--- config.mk ---
export PLATFORM = sky130hd
export DESIGN_NAME = ddr_burst4_sram
export DESIGN_NICKNAME = d
export VERILOG_FILES = /design/src/rtl/ddrb4_pkg.sv /design/src/rtl/ddrb4_array.sv /design/src/rtl/ddrb4_wr_collect.sv /design/src/rtl/ddrb4_rd_pipe.sv /design/src/rtl/ddr_burst4_sram.sv
export SDC_FILE = /design/constraint.sdc
export NUM_CORES = 2
export LEC_CHECK = 0
export CORE_ASPECT_RATIO = 1.2
export CORE_MARGIN = 5
export CORE_UTILIZATION = 38
export DETAILED_ROUTE_END_ITERATION = 12
export SKIP_CTS_REPAIR_TIMING = 1
export SLEW_MARGIN = 25
export SYNTH_ARGS = -nofsm -noshare
export SYNTH_HDL_FRONTEND = slang
export SYNTH_SLANG_ARGS = --single-unit
--- constraint.sdc ---
create_clock -name clk -period 19 [get_ports clk]
set_input_delay 3.8 -clock clk [delete_from_list [all_inputs] [get_ports clk]]
set_output_delay 3.8 -clock clk [all_outputs]
set_load 0.02 [all_outputs]
--- src/rtl/ddrb4_pkg.sv ---
`timescale 1ns/1ps
package ddrb4_pkg;
    // Width of one byte-write lane, in bits.
    localparam int LANE_W     = 9;
    // Beats per burst; fixed by the burst-of-four protocol.
    localparam int BEATS      = 4;
    localparam int BEAT_IDX_W = $clog2(BEATS);

    typedef enum logic {
        WR_IDLE = 1'b0,
        WR_FILL = 1'b1
    } wr_state_e;

    function automatic int lanes_of(input int width);
        return width / LANE_W;
    endfunction
endpackage

--- src/rtl/ddrb4_array.sv ---
`timescale 1ns/1ps
module ddrb4_array #(
    parameter int WORD_W = 72,
    parameter int ADDR_W = 4
) (
    input  logic              clk,
    input  logic              we,
    input  logic [ADDR_W-1:0] waddr,
    input  logic [WORD_W-1:0] wdata,
    input  logic [WORD_W-1:0] wmask,
    input  logic [ADDR_W-1:0] raddr,
    output logic [WORD_W-1:0] rdata
);
    localparam int DEPTH = 1 << ADDR_W;

    logic [WORD_W-1:0] mem [DEPTH];

    // Bitwise merge: bits with a set mask take the new value.
    always_ff @(posedge clk) begin
        if (we) begin
            mem[waddr] <= (mem[waddr] & ~wmask) | (wdata & wmask);
        end
    end

    assign rdata = mem[raddr];
endmodule

--- src/rtl/ddrb4_wr_collect.sv ---
`timescale 1ns/1ps
module ddrb4_wr_collect
    import ddrb4_pkg::*;
#(
    parameter int DATA_W = 18,
    parameter int ADDR_W = 4
) (
    input  logic                       clk,
    input  logic                       rst,
    input  logic                       start,
    input  logic [ADDR_W-1:0]          addr,
    input  logic [DATA_W-1:0]          beat_d,
    input  logic [DATA_W/LANE_W-1:0]   beat_be,
    output logic                       commit,
    output logic [ADDR_W-1:0]          commit_addr,
    output logic [DATA_W*BEATS-1:0]    commit_data,
    output logic [DATA_W*BEATS-1:0]    commit_mask
);
    localparam int WORD_W = DATA_W * BEATS;
    localparam int LANES  = lanes_of(DATA_W);
    localparam logic [BEAT_IDX_W-1:0] LAST = BEAT_IDX_W'(BEATS - 1);

    wr_state_e             st;
    logic [BEAT_IDX_W-1:0] cnt;
    logic [ADDR_W-1:0]     addr_q;
    logic [WORD_W-1:0]     data_q;
    logic [WORD_W-1:0]     mask_q;
    logic [DATA_W-1:0]     beat_m;

    // Spread each lane enable over its nine data bits.
    for (genvar l = 0; l < LANES; l++) begin : g_lane
        assign beat_m[l*LANE_W +: LANE_W] = {LANE_W{beat_be[l]}};
    end

    always_ff @(posedge clk) begin
        if (rst) begin
            st     <= WR_IDLE;
            cnt    <= '0;
            addr_q <= '0;
            data_q <= '0;
            mask_q <= '0;
        end else if (st == WR_IDLE) begin
            if (start) begin
                st                  <= WR_FILL;
                cnt                 <= BEAT_IDX_W'(1);
                addr_q              <= addr;
                data_q[0 +: DATA_W] <= beat_d;
                mask_q[0 +: DATA_W] <= beat_m;
            end
        end else if (cnt == LAST) begin
            st <= WR_IDLE;
        end else begin
            data_q[cnt*DATA_W +: DATA_W] <= beat_d;
            mask_q[cnt*DATA_W +: DATA_W] <= beat_m;
            cnt                          <= cnt + 1'b1;
        end
    end

    // The last beat goes straight from the pins into the committed word.
    assign commit      = (st == WR_FILL) && (cnt == LAST);
    assign commit_addr = addr_q;
    always_comb begin
        commit_data = data_q;
        commit_mask = mask_q;
        commit_data[(BEATS-1)*DATA_W +: DATA_W] = beat_d;
        commit_mask[(BEATS-1)*DATA_W +: DATA_W] = beat_m;
    end

    // once started, the collector stays busy until the fourth beat
    a_r3_fill_four: assert property (@(posedge clk) disable iff (rst)
        (st == WR_FILL && cnt != LAST) |=> (st == WR_FILL));
    // exactly one commit per burst, then idle
    a_r8_one_commit: assert property (@(posedge clk) disable iff (rst)
        commit |=> (st == WR_IDLE));
    // a command during a burst does not move the latched address
    a_r8_addr_hold: assert property (@(posedge clk) disable iff (rst)
        (st == WR_FILL) |=> $stable(addr_q));
endmodule

--- src/rtl/ddrb4_rd_pipe.sv ---
`timescale 1ns/1ps
module ddrb4_rd_pipe
    import ddrb4_pkg::*;
#(
    parameter int DATA_W = 18,
    parameter int ADDR_W = 4
) (
    input  logic                     clk,
    input  logic                     rst,
    input  logic                     start,
    input  logic [ADDR_W-1:0]        addr,
    output logic [ADDR_W-1:0]        arr_addr,
    input  logic [DATA_W*BEATS-1:0]  arr_data,
    input  logic                     fwd_valid,
    input  logic [ADDR_W-1:0]        fwd_addr,
    input  logic [DATA_W*BEATS-1:0]  fwd_data,
    input  logic [DATA_W*BEATS-1:0]  fwd_mask,
    output logic [DATA_W-1:0]        rd_q,
    output logic                     rd_valid
);
    localparam int WORD_W = DATA_W * BEATS;
    localparam logic [BEAT_IDX_W-1:0] LAST = BEAT_IDX_W'(BEATS - 1);

    // Front stage: counts from the command tick to the fetch tick.
    logic                  f_busy;
    logic [BEAT_IDX_W-1:0] f_cnt;
    logic [ADDR_W-1:0]     f_addr;
    logic                  fetch;
    logic [WORD_W-1:0]     fetched;
    // Hand-off and output stages.
    logic                  hold_pend;
    logic [WORD_W-1:0]     hold_word;
    logic                  o_act;
    logic [BEAT_IDX_W-1:0] o_beat;
    logic [WORD_W-1:0]     o_word;

    assign arr_addr = f_addr;
    assign fetch    = f_busy && (f_cnt == LAST);

    // Forward a write whose last beat lands on the fetch tick.
    always_comb begin
        fetched = arr_data;
        if (fwd_valid && fwd_addr == f_addr) begin
            fetched = (arr_data & ~fwd_mask) | (fwd_data & fwd_mask);
        end
    end

    always_ff @(posedge clk) begin
        if (rst) begin
            f_busy    <= 1'b0;
            f_cnt     <= '0;
            f_addr    <= '0;
            hold_pend <= 1'b0;
            hold_word <= '0;
            o_act     <= 1'b0;
            o_beat    <= '0;
            o_word    <= '0;
            rd_q      <= '0;
            rd_valid  <= 1'b0;
        end else begin
            if (!f_busy) begin
                if (start) begin
                    f_busy <= 1'b1;
                    f_cnt  <= BEAT_IDX_W'(1);
                    f_addr <= addr;
                end
            end else if (fetch) begin
                f_busy <= 1'b0;
            end else begin
                f_cnt <= f_cnt + 1'b1;
            end

            if (o_act) begin
                rd_q     <= o_word[o_beat*DATA_W +: DATA_W];
                rd_valid <= 1'b1;
                o_beat   <= o_beat + 1'b1;
                if (o_beat == LAST) o_act <= 1'b0;
            end else begin
                rd_valid <= 1'b0;
            end

            if (hold_pend) begin
                o_word    <= hold_word;
                o_act     <= 1'b1;
                o_beat    <= '0;
                hold_pend <= 1'b0;
            end
            if (fetch) begin
                hold_word <= fetched;
                hold_pend <= 1'b1;
            end
        end
    end

    // with no beat queued, the bus goes invalid and holds
    a_r9_idle_hold: assert property (@(posedge clk) disable iff (rst)
        !o_act |=> (!rd_valid && $stable(rd_q)));
    // a read run always lasts at least four beats
    a_r6_four_beats: assert property (@(posedge clk) disable iff (rst)
        $rose(rd_valid) |=> rd_valid ##1 rd_valid ##1 rd_valid);
    // the front stage ignores new commands until its fetch
    a_r8_front_busy: assert property (@(posedge clk) disable iff (rst)
        (f_busy && !fetch) |=> (f_busy && $stable(f_addr)));
endmodule

--- src/rtl/ddr_burst4_sram.sv ---
`timescale 1ns/1ps
module ddr_burst4_sram
    import ddrb4_pkg::*;
#(
    parameter int DATA_W = 18,
    parameter int ADDR_W = 4
) (
    input  logic                     clk,
    input  logic                     rst,
    input  logic                     phase,
    input  logic                     rd_en,
    input  logic                     wr_en,
    input  logic [ADDR_W-1:0]        addr,
    input  logic [DATA_W-1:0]        wr_data,
    input  logic [DATA_W/LANE_W-1:0] wr_be,
    output logic [DATA_W-1:0]        rd_data,
    output logic                     rd_valid
);
    localparam int WORD_W = DATA_W * BEATS;

    logic              wr_go, rd_go;
    logic              commit;
    logic [ADDR_W-1:0] c_addr, r_addr;
    logic [WORD_W-1:0] c_data, c_mask, r_data;

    // Commands count only on the first half of the external cycle.
    assign wr_go = wr_en && !phase;
    assign rd_go = rd_en && !phase;

    ddrb4_wr_collect #(.DATA_W(DATA_W), .ADDR_W(ADDR_W)) u_wr (
        .clk(clk), .rst(rst), .start(wr_go), .addr(addr),
        .beat_d(wr_data), .beat_be(wr_be),
        .commit(commit), .commit_addr(c_addr),
        .commit_data(c_data), .commit_mask(c_mask)
    );

    ddrb4_array #(.WORD_W(WORD_W), .ADDR_W(ADDR_W)) u_array (
        .clk(clk), .we(commit), .waddr(c_addr), .wdata(c_data),
        .wmask(c_mask), .raddr(r_addr), .rdata(r_data)
    );

    ddrb4_rd_pipe #(.DATA_W(DATA_W), .ADDR_W(ADDR_W)) u_rd (
        .clk(clk), .rst(rst), .start(rd_go), .addr(addr),
        .arr_addr(r_addr), .arr_data(r_data),
        .fwd_valid(commit), .fwd_addr(c_addr),
        .fwd_data(c_data), .fwd_mask(c_mask),
        .rd_q(rd_data), .rd_valid(rd_valid)
    );

    // outputs are quiet in the tick after a reset tick
    a_r10_reset_quiet: assert property (@(posedge clk)
        rst |=> (!rd_valid && rd_data == '0));
endmodule

==> summary.md <==
| Metric | Value |
|---|---|
| Status | complete, no violations |
| Gr ovfl total | 0 |
| Slew headroom | 25.0% |
| Layout filler cell count | 15300 |
| Hold Slack | ~460 ps |
| DP Wirelength | 112000 µm |
| CP dominant cell by count | buf_4 |
| Finished Layout Cells | 6466 |
| HP Class | flop to flop |
| Max VDD drop | 0.0996 mV |
| Skew final | 30.1 ps |
| Crit-path leading delay family | buffers and inverters |
| Worst slack at placement | 12470 ps |
| Worst-Margin Slew | 1120 ps |
| Critical setup path kind | input port to flop |
| RSZ-0062 raised after global routing | false |
| Max Cap Viol | 0 |
| Initial antenna violation count | 4 |
| Synth Area per Inst | 16.1 µm² |
| Max Clk Rate | approximately 0.17 GHz |
| Die area | 181000 µm² |
| Setup_tns | 0 ps |
| CP max-delay cell | buf_4 |
| PD cells | 94.4 nW/µm² |
| Yosys Warn Count | 0 |
| Port bufs | 47 |
| Reg clk slew, reported paths | 60 ps |
| Worst Setup SP | rst |
| Leakage | 22.3 nW |
| H-tree depth | 4 |
| Die Ht | 466 µm |
| First-pass GRT wire length | 285000 µm |
| # IOs | 48 |
| TritonCTS clock tree | yes |
| Worst Slack Setup Final | approximately 13000 ps |
| Commonest non-fill, non-tap cells in the layout | 1152 x edfxtp_1, 537 x mux4_2, 356 x mux2i_1 |
| Vias in the first global route | 40300 |
| Nets | 4095 |
| EDFF count, synth | 1152 |
| DRC violations left | 0 |
| Synth Net Count | 4125 |
| Slowest stage delay, CP | 630 ps |
| Yosys cell types | 64 |
| Antenna-violating nets left | 0 |
| Clock tree buffer depth | 3 |
| FF+latch count, synth | 1446 |
| Initial Utilization | between 30% and 40% |
| Buf/Inv on CP | 4 |
| Initial DRT Pass Iterations | 7 |
| Asr flop ratio synth | 0% |
| Drt first-iter violations | 4619 |
| Layout cells sized above 1 | 22.5% |
| Cts bufs inserted | 147 |
| Commonest non-fill, non-tap cell in the layout | edfxtp_1 |
| Crit start category | input port |
| Root Buffer | clkbuf_16 |
| All-Layer GR Usage | 21.4% |
| Core area | roughly 170000 µm² |
| WL/cell | 30.6 µm |
| CP Cell Sequence | buf_8 -> buf_4 -> inv_1 -> and2_2 -> buf_4 -> a2bb2oi_1 -> a21oi_1 |
| Crit Path Max Fanout | 73 |
| DR vias/cell | 6.16 |
| Sink Count | 1446 |
| Largest net degree at the start of global routing | 143 |
| Final WL | approximately 200000 µm |
| Hold Startpoint | u_wr.mask_q[53] |
| Worst Path Arrival | roughly 6500 ps |
| Worst EP required | 19680 ps |
| Seq/Total Area, Yosys | 61.6% |
| Design Power | 6.94 mW |
| Ys flop type | edfxtp_1 |
| Post-layout min period | 5780 ps |
| Crit path capture type | flop |
| Period utilization | 30.4% |
| Die width | around 390 µm |
| Row cnt | 167 |
| Pins Over Slew Limit | 0 |
| RD Place Congestion | 0.904 |
| Area grow syn2layout | 11.8% |
| Mapped Area | 65700 µm² |
| Synth Instances | 4089 |
| Final hold vios | 0 |
| Worst skew pair latency | between 800 and 900 ps |
| Reg area | ~41000 µm² |
| Footprint of the multi-input gates | 23900 µm² |
| Setup-failing EPs final | 0 |
| Routed vias | 39800 |
| Dpl cells | 6188 |
==> through the flow <==
step	utilization, %	area [µm²]
global route	42.6	73500
CTS	42.6	73400
detailed placement	39.8	68600
floorplan	-	65700
global placement	39.8	68500
finish	42.6	73500
==> cell type report <==
| type | count | share of cell area (%) |
|---|---|---|
| timing repair buffer | 148 | 1.85 |
| clock buffer | 204 | 5.80 |
| multi-input combinational | 2304 | 32.5 |
| antenna | 2 | 0.00681 |
| inverter | 12 | 0.0613 |
| sequential | 1446 | 55.1 |
| clock inverter | 69 | 0.802 |
| tap | 2281 | 3.88 |
==> kinds of logic after synthesis <==
| family | Yosys count | share of synthesized area, % |
|---|---|---|
| DFF | 1446 | 61.6 |
| muxes | 930 | 24.5 |
| and+or+nand+nor | 687 | 4.52 |
| AOI/OAI and AO/OA | 674 | 6.85 |
| buffers and inverters | 339 | 2.38 |
| adders and majority gates | 7 | 0.133 |
| xor gates and xnor gates | 6 | 0.0800 |
==> flip-flops by register name, summed over array words and instances, names as in the netlist, 4 cells and up, named ones only <==
| name | count |
|---|---|
| u_array.mem | 1152 |
| u_rd.arr_addr | 4 |
| u_rd.hold_word | 72 |
| u_rd.o_word | 72 |
| u_rd.rd_q | 18 |
| u_wr.commit_addr | 4 |
| u_wr.data_q | 54 |
| u_wr.mask_q | 51 |
==> routing by layer <==
layer  global-route usage (%)  wire, µm  vias to the layer above
li1                         -         -                    16500
met1                     28.4     79800                    21200
met2                     35.9     97500                     1715
met3                     3.38     14000                      372
met4                     7.36      6410                        0
met5                        0         0                        -
==> power breakdown <==
| part | switching (mW) | internal, mW |
|---|---|---|
| clock | 1.25 | 1.67 |
| sequential | 0.0284 | 3.48 |
| combinational | 0.319 | 0.195 |
| total | 1.60 | 5.34 |
==> worst register-to-register path, cell delays in order (launching register included) <==
cell and delay (ps):
dfxtp_4 920, buf_12 620, buf_4 930, mux4_2 420, mux2_2 170, o22ai_1 70
a21oi_1 790
==> cells in the mapped netlist, types with 7 or more instances <==
| cell | number | area [µm²] |
|---|---|---|
| nor2b_1 | 72 | 450 |
| a22oi_1 | 157 | 1180 |
| inv_1 | 9 | 33.8 |
| o21ai_0 | 19 | 95.1 |
| dfxtp_1 | 294 | 5890 |
| buf_2 | 88 | 440 |
| buf_1 | 34 | 128 |
| a221o_1 | 23 | 230 |
| a2bb2oi_1 | 53 | 464 |
| a31oi_1 | 9 | 56.3 |
| buf_6 | 18 | 203 |
| o22ai_1 | 69 | 432 |
| and2_1 | 7 | 43.8 |
| a221oi_1 | 15 | 131 |
| nand2b_1 | 10 | 62.6 |
| edfxtp_1 | 1152 | 34600 |
| a211oi_1 | 14 | 105 |
| nand4_1 | 7 | 43.8 |
| o21a_1 | 9 | 67.6 |
| buf_4 | 11 | 82.6 |
| a21oi_1 | 247 | 1240 |
| nand3_1 | 19 | 95.1 |
| nor2_1 | 325 | 1220 |
| nand2_1 | 194 | 728 |
| nor3_1 | 28 | 140 |
| mux2_2 | 35 | 394 |
| clkbuf_1 | 175 | 657 |
| mux2i_1 | 356 | 3560 |
| ha_1 | 7 | 87.6 |
| a22o_1 | 14 | 123 |
| mux4_2 | 537 | 12100 |
==> path summary, 6_finish.rpt <==
| path | end | slack, ps | depth (start not counted) |
|---|---|---|---|
| worst max-delay path | u_rd.hold_word[23] | 13220 | 7 |
| worst min-delay path | u_wr.mask_q[53] | 460 | 2 |
| worst max register to register | u_array.mem[9][66] | 14750 | 6 |
| worst min register to register | u_wr.mask_q[53] | 460 | 2 |
No activity file was read; power rests on OpenSTA's default activity.
